<file path="src/rtl/irq_pkg.sv">
package irq_pkg;
  typedef enum logic [1:0] {
    SEL_STATUS = 2'd0,
    SEL_CFG    = 2'd1,
    SEL_CTRL   = 2'd2,
    SEL_NONE   = 2'd3
  } reg_sel_e;

  localparam int unsigned CTRL_GIE_BIT = 0;
  localparam int unsigned CTRL_SUM_BIT = 1;
endpackage

</file>
<file path="src/rtl/irq_flag_bank.sv">
module irq_flag_bank #(
  parameter int unsigned NUM_SRC = 8
) (
  input  logic               clk_i,
  input  logic               rst_ni,
  input  logic [NUM_SRC-1:0] set_i,
  input  logic [NUM_SRC-1:0] clr_i,
  output logic [NUM_SRC-1:0] flag_o
);
  for (genvar i = 0; i < NUM_SRC; i++) begin : g_flag
    always_ff @(posedge clk_i or negedge rst_ni) begin
      if (!rst_ni)       flag_o[i] <= 1'b0;
      else if (set_i[i]) flag_o[i] <= 1'b1;  // set beats clear
      else if (clr_i[i]) flag_o[i] <= 1'b0;
    end
  end
endmodule

</file>
<file path="src/rtl/irq_gate.sv">
module irq_gate #(
  parameter int unsigned       NUM_SRC  = 8,
  parameter logic [NUM_SRC-1:0] SENSE_EN = '0
) (
  input  logic [NUM_SRC-1:0] flag_i,
  input  logic [NUM_SRC-1:0] cfg_i,
  output logic               summary_o
);
  logic [NUM_SRC-1:0] pass;

  for (genvar i = 0; i < NUM_SRC; i++) begin : g_pass
    if (SENSE_EN[i]) begin : g_en
      assign pass[i] = cfg_i[i];
    end else begin : g_mask
      assign pass[i] = ~cfg_i[i];
    end
  end

  assign summary_o = |(flag_i & pass);
endmodule

</file>
<file path="src/rtl/irq_pin_reg.sv">
module irq_pin_reg (
  input  logic clk_i,
  input  logic rst_ni,
  input  logic summary_i,
  input  logic gie_i,
  output logic irq_no
);
  always_ff @(posedge clk_i or negedge rst_ni) begin
    if (!rst_ni) irq_no <= 1'b1;
    else         irq_no <= ~(summary_i & gie_i);
  end
endmodule

</file>
<file path="src/rtl/irq_ctrl_top.sv">
module irq_ctrl_top
  import irq_pkg::*;
#(
  parameter int unsigned        NUM_SRC  = 8,
  parameter logic [NUM_SRC-1:0] SENSE_EN = 8'hF0
) (
  input  logic               clk_i,
  input  logic               rst_ni,
  input  logic [NUM_SRC-1:0] evt_i,
  input  logic               wr_en_i,
  input  logic [1:0]         addr_i,
  input  logic [NUM_SRC-1:0] wdata_i,
  output logic [NUM_SRC-1:0] rdata_o,
  output logic               irq_no
);
  logic [NUM_SRC-1:0] flags;
  logic [NUM_SRC-1:0] cfg;
  logic [NUM_SRC-1:0] clr;
  logic               gie;
  logic               summary;
  reg_sel_e           sel;

  assign sel = reg_sel_e'(addr_i);
  assign clr = (wr_en_i && sel == SEL_STATUS) ? wdata_i : '0;

  always_ff @(posedge clk_i or negedge rst_ni) begin
    if (!rst_ni) begin
      cfg <= '0;
      gie <= 1'b0;
    end else if (wr_en_i) begin
      if (sel == SEL_CFG)  cfg <= wdata_i;
      if (sel == SEL_CTRL) gie <= wdata_i[CTRL_GIE_BIT];
    end
  end

  irq_flag_bank #(.NUM_SRC(NUM_SRC)) u_flags (
    .clk_i  (clk_i),
    .rst_ni (rst_ni),
    .set_i  (evt_i),
    .clr_i  (clr),
    .flag_o (flags)
  );

  irq_gate #(.NUM_SRC(NUM_SRC), .SENSE_EN(SENSE_EN)) u_gate (
    .flag_i    (flags),
    .cfg_i     (cfg),
    .summary_o (summary)
  );

  irq_pin_reg u_pin (
    .clk_i     (clk_i),
    .rst_ni    (rst_ni),
    .summary_i (summary),
    .gie_i     (gie),
    .irq_no    (irq_no)
  );

  always_comb begin
    rdata_o = '0;
    unique case (sel)
      SEL_STATUS: rdata_o = flags;
      SEL_CFG:    rdata_o = cfg;
      SEL_CTRL: begin
        rdata_o[CTRL_GIE_BIT] = gie;
        rdata_o[CTRL_SUM_BIT] = summary;
      end
      default:    rdata_o = '0;
    endcase
  end
endmodule

</file>
<file path="config.mk">
export PLATFORM = sky130hd
export DESIGN_NAME = irq_ctrl_top
export DESIGN_NICKNAME = d
export VERILOG_FILES = /design/src/rtl/irq_pkg.sv /design/src/rtl/irq_flag_bank.sv /design/src/rtl/irq_gate.sv /design/src/rtl/irq_pin_reg.sv /design/src/rtl/irq_ctrl_top.sv
export SDC_FILE = /design/constraint.sdc
export NUM_CORES = 1
export LEC_CHECK = 0
export CELL_PAD_IN_SITES_DETAIL_PLACEMENT = 0
export CELL_PAD_IN_SITES_GLOBAL_PLACEMENT = 1
export CORE_AREA = 2 2 47 54
export CTS_BUF_LIST = sky130_fd_sc_hd__clkbuf_4 sky130_fd_sc_hd__clkbuf_8
export DETAILED_ROUTE_END_ITERATION = 16
export DIE_AREA = 0 0 49 56
export DONT_BUFFER_PORTS = 1
export PLACE_DENSITY_LB_ADDON = 0.1
export SLEW_MARGIN = 20
export SYNTH_ARGS = -nofsm -noshare
export SYNTH_HDL_FRONTEND = slang
export SYNTH_SLANG_ARGS = --single-unit
</file>
<file path="constraint.sdc">
create_clock -name clk_i -period 1 [get_ports clk_i]
set_clock_uncertainty 0.15 [all_clocks]
set_input_delay 0 -clock clk_i [delete_from_list [all_inputs] [get_ports clk_i]]
set_output_delay 0 -clock clk_i [all_outputs]
set_load 0.01 [all_outputs]
</file>
==> summary.md, run 1 <==
| Metric | Value |
|---|---|
| Worst setup slack for register-to-register paths | `-130 ps` |
| Number of nets in the final layout | `144` |
| Final-report max-slew violation count | `0` |
| Critical Path Start Type | `flip-flop` |
| Path class of the lowest-slack min-delay path | `input pin to async pin` |
| CP delay by family, top | `flip-flops` |
| Global-route wire length before repair | `3560 um` |
| Number of failing hold endpoints at the final stage | `40` |
| Final wirelength | `2160 um` |
| Number of nets still failing antenna checks after routing | `0` |
| Overall fraction of global-route tracks in use | `0.170` |
| Relative max-transition margin | `0.457` |
| TritonCTS clock tree | `built` |
| Die area | `2740 um2` |
| Number of buffers created by CTS | `3` |
| Max cap viols | `0` |
| Reg clk slew, reported paths | `100 ps` |
| Cells along the critical path | `a22oi_2 -> nand2_1 -> nor3_2 -> o22ai_1 -> buf_4` |
| Placer Congestion | `0.682` |
| PnR worst setup slack | `-494 ps` |
| Number of buffers between clock root and the deepest sink | `2` |
| Setup TNS Final | `-2580 ps` |
| Pre-CTS worst setup slack | `-202 ps` |
| Maximum operating frequency | `0.669 GHz` |
| Avg WL per Cell | `14.2 um` |
| Drt pass-1 iters | `4` |
| Number of cells produced by synthesis | `78` |
| Per-instance average area after synthesis | `11.9 um2` |
| Post-CTS Hold Fix Bufs | `18` |
| Top fanout value on the critical path | `2` |
| Port bufs | `0` |
| Remaining Overflow, GRT | `0` |
| Initial antenna violation count | `0` |
| Synthesized flop and latch total | `18` |
| Die extent in x | `49 um` |
| Post-synthesis cell area | `928 um2` |
| Drt first-iter violations | `14` |
| Placement row count | `18` |
| Post-route minimum period | `1490 ps` |
| PD cells | `1290 nW/um2` |
| Count of cell types in the netlist | `21` |
| Maximum number of pins on one net before global-route repair | `19` |
| Area of all placed cells without fillers | `1450 um2` |
| Core Util, Final | `0.663` |
| Die Ht | `56 um` |
| Cell depth of the worst flop-to-flop path | `4` |
| Placed standard-cell area | `1100 um2` |
| Number of antenna repair diodes | `0` |
| Maximum vdd ir drop | `0.000869 V` |
| Number of clock sinks | `18` |
| Worst setup path category | `flip-flop to primary output` |
| Vias per std cell | `4.93` |
| Violated checks | `negative hold slack, negative setup slack` |
| Required @ worst endpoint | `850 ps` |
| Register area share after synthesis | `0.487` |
| Source-to-sink clock delay at the later pin of the worst-skew pair | `280 ps` |
| Crit path buffers/inverters | `1` |
| Number of nets produced by synthesis | `99` |
| Vias in the first global route | `814` |
| Yosys synthesis warning count | `0` |
| Maximum level of the CTS H-tree | `1` |
| Area of the placeable core | `2180 um2` |
| Leakage | `0.678 nW` |
| Share of layout cells above drive strength 1 | `0.467` |
| Worst-Margin Slew | `815 ps` |
| CTS root buffer | `clkbuf_4` |
| Initial core utilization | `0.425` |
| Number of placed cells counting well taps | `126` |
| Worst hold margin | `-284 ps` |
| Final Non-Filler Cells | `152` |
| Via Count | `749` |
| Setup violations, final | `22` |
| Unrepaired setup endpoints after global routing | `true` |
| Synth-to-Final Area Change | `55.9%` |
| Delay of the slowest cell on the worst path | `410 ps` |
| Crit path max-delay cell type | `dfrtp_1` |
| Final worst-path cycle share | `1.49` |
| DP HPWL | `1410 um` |
| Run status | `complete, but fails checks` |
| Signal arrival time at the worst endpoint | `1340 ps` |
| Residual DRC | `0` |
| Ports | `30` |
| R2r startpoint | `cfg[5]` |
| RR Endpoint | `u_pin.irq_no` |
| Critical path capture point type | `primary output` |
==> per-layer routing <==
| layer | share of wire | GRT usage |
|---|---|---|
| met2 | 0.53 | 0.295 |
| met1 | 0.42 | 0.215 |
| met4 | 0.0097 | 0.0612 |
| met3 | 0.046 | 0.0188 |
| met5 | 0 | 0 |
==> registers in the layout, summed over array words and instances, names as in the netlist <==
signal / count
cfg: 8
gie: 1
u_pin.irq_no: 1
u_flags.flag_o: 8
==> layout make-up <==
type / count / area (um2)
clock buffer: 4 / 30.0
fill: 185 / 737
inverter: 4 / 15.0
multi-input combinational: 54 / 492
sequential: 18 / 452
tap: 30 / 37.5
timing repair buffer: 42 / 422
==> what timing repair did <==
item	CTS	global route
pin swaps	3	3
cloned	0	0
gates resized for setup	17	17
endpoints found under the hold margin	41	38
setup buffers	4	2
endpoints found under the setup margin	22	39
==> Yosys cell counts <==
master	number	area share
or2_1	4	0.027
nand2b_1	2	0.013
nand3b_1	1	0.0081
a21oi_1	4	0.022
buf_4	1	0.0081
nand2_1	6	0.024
o21ai_0	1	0.0054
nor2_1	6	0.024
a22oi_1	2	0.016
nor3b_4	1	0.020
inv_1	4	0.016
nor3_1	1	0.0054
a21o_1	4	0.032
mux2_4	9	0.15
nand2_4	1	0.012
mux2i_1	8	0.086
o22ai_1	3	0.020
dfrtp_1	17	0.46
nor2b_4	1	0.015
buf_6	1	0.012
dfstp_2	1	0.028
==> stage by stage <==
step           hold WS, ps  power (mW)
3_3_place_gp          -445        1.29
5_1_grt               -227        1.99
2_1_floorplan         -446        1.15
4_1_cts               -173        1.85
6_report              -284        1.87
3_5_place_dp          -445        1.30
==> cells by family after synthesis <==
family          after synthesis  share of synthesized area
flops                        18                      0.487
mux                          17                      0.232
buf+inv                       6                     0.0364
simple gates                 23                      0.150
compound gates               14                     0.0957
==> how the worst max path moves through the flow <==
stage / startpoint / to / slack, ps / cells after the start
after global placement: cfg[6] / rdata_o[1] / -190 / 5
after CTS: cfg[6] / rdata_o[1] / -530 / 5
final: cfg[5] / rdata_o[1] / -490 / 5
after global routing: u_flags.flag_o[3] / rdata_o[1] / -590 / 5
after detailed placement: cfg[6] / rdata_o[1] / -200 / 5
after floorplan: cfg[5] / u_pin.irq_no / -50 / 4
==> worst reg2reg max path: stages (launching register included) <==
cell	delay [ps]
dfrtp_1	410
a22oi_2	180
nand2_1	80
nor3_2	130
nand2b_1	130
==> power breakdown <==
part           switching, mW  total [mW]  internal (mW)
Combinational          0.190       0.580          0.390
Clock                  0.214       0.396          0.182
Sequential            0.0748       0.897          0.822
Total                  0.479        1.87           1.39
==> cell usage in the layout, fill, tap and decap left out <==
master and n:
a21o_1 4, nor2_2 2, a21oi_2 4, nand3b_1 1
nor2b_4 1, mux2_4 9, nor3b_4 1, nor2_1 4
mux2i_2 2, or2_1 4, buf_4 9, mux2i_1 6
buf_6 15, o22ai_1 2, a22oi_2 2, o21ai_1 1
dfstp_2 1, nand2_1 6, clkbuf_4 4, dfrtp_1 17
nand2b_1 2, dlymetal6s4s_1 2, inv_2 4, dlygate4sd3_1 16
nand2_4 1, nor3_2 1, o22ai_2 1
Note: power is estimated with default switching activity, not from simulation.
==> inputs of run 2 (changes only) <==
Settings changed: SKIP_LAST_GASP set to 1, SLEW_MARGIN 20 to 10.
==> run 2 against run 1 <==
  * The run still ends with negative hold slack, negative setup slack left
  * Total power shrank 0.22%
  * First-iteration DRC count shrank 64%
  * Non-clock buffer count grew 1
  * Register-to-register slack about the same
  * Clock power rose by 1%
  * Final area down 1.6%
  * Cell count is 0.66% higher
  * Sequential share of layout area rose by 0.49 points
  * Critical endpoint unchanged
  * Largest power group unchanged
==> summary.md, run 2 (same netlist as run 1, synthesis figures left out) <==
| Metric | Value |
|---|---|
| Run status | `complete, but fails checks` |
| Violated checks | `negative hold slack, negative setup slack` |
| Post-CTS Hold Fix Bufs | `18 (unchanged)` |
| PnR Total Power | `1.87 mW (-0.22%)` |
| Number of placed cells counting well taps | `126 (unchanged)` |
| Critical Path Start Type | `flip-flop` |
| Cells along the critical path | `a22oi_2 -> nand2_1 -> nor3_2 -> o22ai_1 -> buf_4` |
| Setup violations, final | `22 (unchanged)` |
| Maximum vdd ir drop | `0.000872 V (+0.34%)` |
| Number of nets still failing antenna checks after routing | `0 (unchanged)` |
| Die Ht | `56 um (unchanged)` |
| Max cap viols | `0 (unchanged)` |
| Post-route minimum period | `1490 ps (+1.08 ps)` |
| Unrepaired setup endpoints after global routing | `true` |
| Final worst-path cycle share | `1.49 (about the same)` |
| Die area | `2740 um2 (unchanged)` |
| Number of buffers between clock root and the deepest sink | `2 (unchanged)` |
| Reg clk slew, reported paths | `100 ps (about the same)` |
| Drt first-iter violations | `5 (-9)` |
| Initial antenna violation count | `0 (unchanged)` |
| Share of layout cells above drive strength 1 | `0.447 (-0.0201)` |
| Number of clock sinks | `18 (unchanged)` |
| Crit path max-delay cell type | `dfrtp_1` |
| Number of nets in the final layout | `145 (+0.69%)` |
| Residual DRC | `0 (unchanged)` |
| Worst-Margin Slew | `804 ps (-11.0 ps)` |
| Initial core utilization | `0.425 (unchanged)` |
| Placer Congestion | `0.682 (unchanged)` |
| Core Util, Final | `0.652 (-0.0103)` |
| CP delay by family, top | `flip-flops` |
| Final wirelength | `2160 um (+0.28%)` |
| Vias in the first global route | `810 (-0.49%)` |
| Most common cell after layout, fill and taps aside | `dfrtp_1` |
| Maximum operating frequency | `0.669 GHz (about the same)` |
| Number of antenna repair diodes | `0 (unchanged)` |
| Global-route wire length before repair | `3530 um (-0.98%)` |
| R2r startpoint | `cfg[5]` |
| Final-report max-slew violation count | `0 (unchanged)` |
| Path class of the lowest-slack min-delay path | `input pin to async pin` |
| Wire length on met2 | `1140 um (+0.53%)` |
| PD cells | `1310 nW/um2 (+1.4%)` |
| TritonCTS clock tree | `built` |
| Pre-CTS worst setup slack | `-202 ps (unchanged)` |
| Maximum level of the CTS H-tree | `1 (unchanged)` |
| Die extent in x | `49 um (unchanged)` |
| Most used cells in the layout excluding fill and tap cells | `dfrtp_1, dlygate4sd3_1, buf_4, buf_6, mux2_4` |
| Largest registers ranked by flip-flop count | `cfg x8, u_flags.flag_o x8` |
| Number of failing hold endpoints at the final stage | `40 (unchanged)` |
| Avg WL per Cell | `14.1 um (-0.38%)` |
| PnR worst setup slack | `-495 ps (-1.08 ps)` |
| CTS root buffer | `clkbuf_4` |
| Area of all placed cells without fillers | `1430 um2 (-1.6%)` |
| Vias per std cell | `4.80 (-2.5%)` |
| Maximum number of pins on one net before global-route repair | `19 (unchanged)` |
| Port bufs | `0 (unchanged)` |
| Number of buffers created by CTS | `3 (unchanged)` |
| Signal arrival time at the worst endpoint | `1340 ps (about the same)` |
| Overall fraction of global-route tracks in use | `0.168 (-0.00170)` |
| Crit path buffers/inverters | `1 (unchanged)` |
| # fillers | `195 (+5.4%)` |
| Placement row count | `18 (unchanged)` |
| Drt pass-1 iters | `3 (-1)` |
| Leakage | `0.675 nW (-0.54%)` |
| Top layer reached by signal wires | `met4` |
| DP HPWL | `1410 um (unchanged)` |
| Final Non-Filler Cells | `153 (+0.66%)` |
| Relative max-transition margin | `0.464 (+0.00731)` |
| Critical path capture point type | `primary output` |
| WL met3 | `85 um (-15%)` |
| Synth-to-Final Area Change | `53.5%` |
| Delay of the slowest cell on the worst path | `410 ps (about the same)` |
| WL met1 | `914 um (+1.7%)` |
| Worst setup path category | `flip-flop to primary output` |
| Top fanout value on the critical path | `2 (unchanged)` |
| Required @ worst endpoint | `850 ps (about the same)` |
| Setup TNS Final | `-2600 ps (-23.1 ps)` |
| Remaining Overflow, GRT | `0 (unchanged)` |
| Placed standard-cell area | `1100 um2 (unchanged)` |
| Source-to-sink clock delay at the later pin of the worst-skew pair | `290 ps (about the same)` |
| Ports | `30 (unchanged)` |
| Area of the placeable core | `2180 um2 (unchanged)` |
| Worst hold margin | `-291 ps (-7.66 ps)` |
| Crit. Startpoint | `cfg[5]` |
| Via Count | `735 (-1.9%)` |
-- run 2: changes by cell type in the layout (fill, tap and decap cells not counted) --
| cell | before | now |
|---|---|---|
| buf_4 | 9 | 15 |
| a21oi_2 | 4 | 1 |
| a21oi_1 | 0 | 3 |
| buf_6 | 15 | 10 |
-- run 2: final cells by class --
class / instances / area, um2 / area share
Inverter: 4 / 15.0 / 0.0105
Sequential cell: 18 / 452 / 0.317
Clock buffer: 4 / 30.0 / 0.0211
Multi-Input combinational cell: 54 / 480 / 0.337
Tap cell: 30 / 37.5 / 0.0263
Timing Repair Buffer: 43 / 410 / 0.288
-- run 2: path summary, 6_finish.rpt --
check | endpoint | slack, ps | cells after the start
worst max-delay path | rdata_o[1] | -490 | 5
worst min-delay path | cfg[2] | -290 | 1
worst max register to register | cfg[5] | -130 | 3
worst min register to register | u_pin.irq_no | 310 | 1
max in group asynchronous | cfg[7] | 500 | 1
min in group clk_i | gie | -180 | 2
-- run 2: timing repair --
action | CTS | global route
endpoints found under the hold margin | 41 | 37
gates resized for setup | 13 | 13
endpoints found under the setup margin | 22 | 39
buffers inserted | 4 | 3
pin swaps | 3 | 3
-- run 2: per-layer routing --
metal,up-vias,global-route usage
met1,349,0.215
met3,4,0.0188
met2,19,0.290
met4,0,0.0612
met5,-,0
li1,363,-
-- run 2: worst register-to-register path: stages (launching register included) --
cell and delay, ps:
dfrtp_1 410, buf_6 120, buf_6 100, mux2_4 240
-- run 2: power by group --
| group | leakage [nW] | internal, mW | switching (mW) |
|---|---|---|---|
| combinational | 0.466 | 0.385 | 0.186 |
| sequential | 0.190 | 0.822 | 0.0745 |
| clock | 0.0184 | 0.182 | 0.219 |
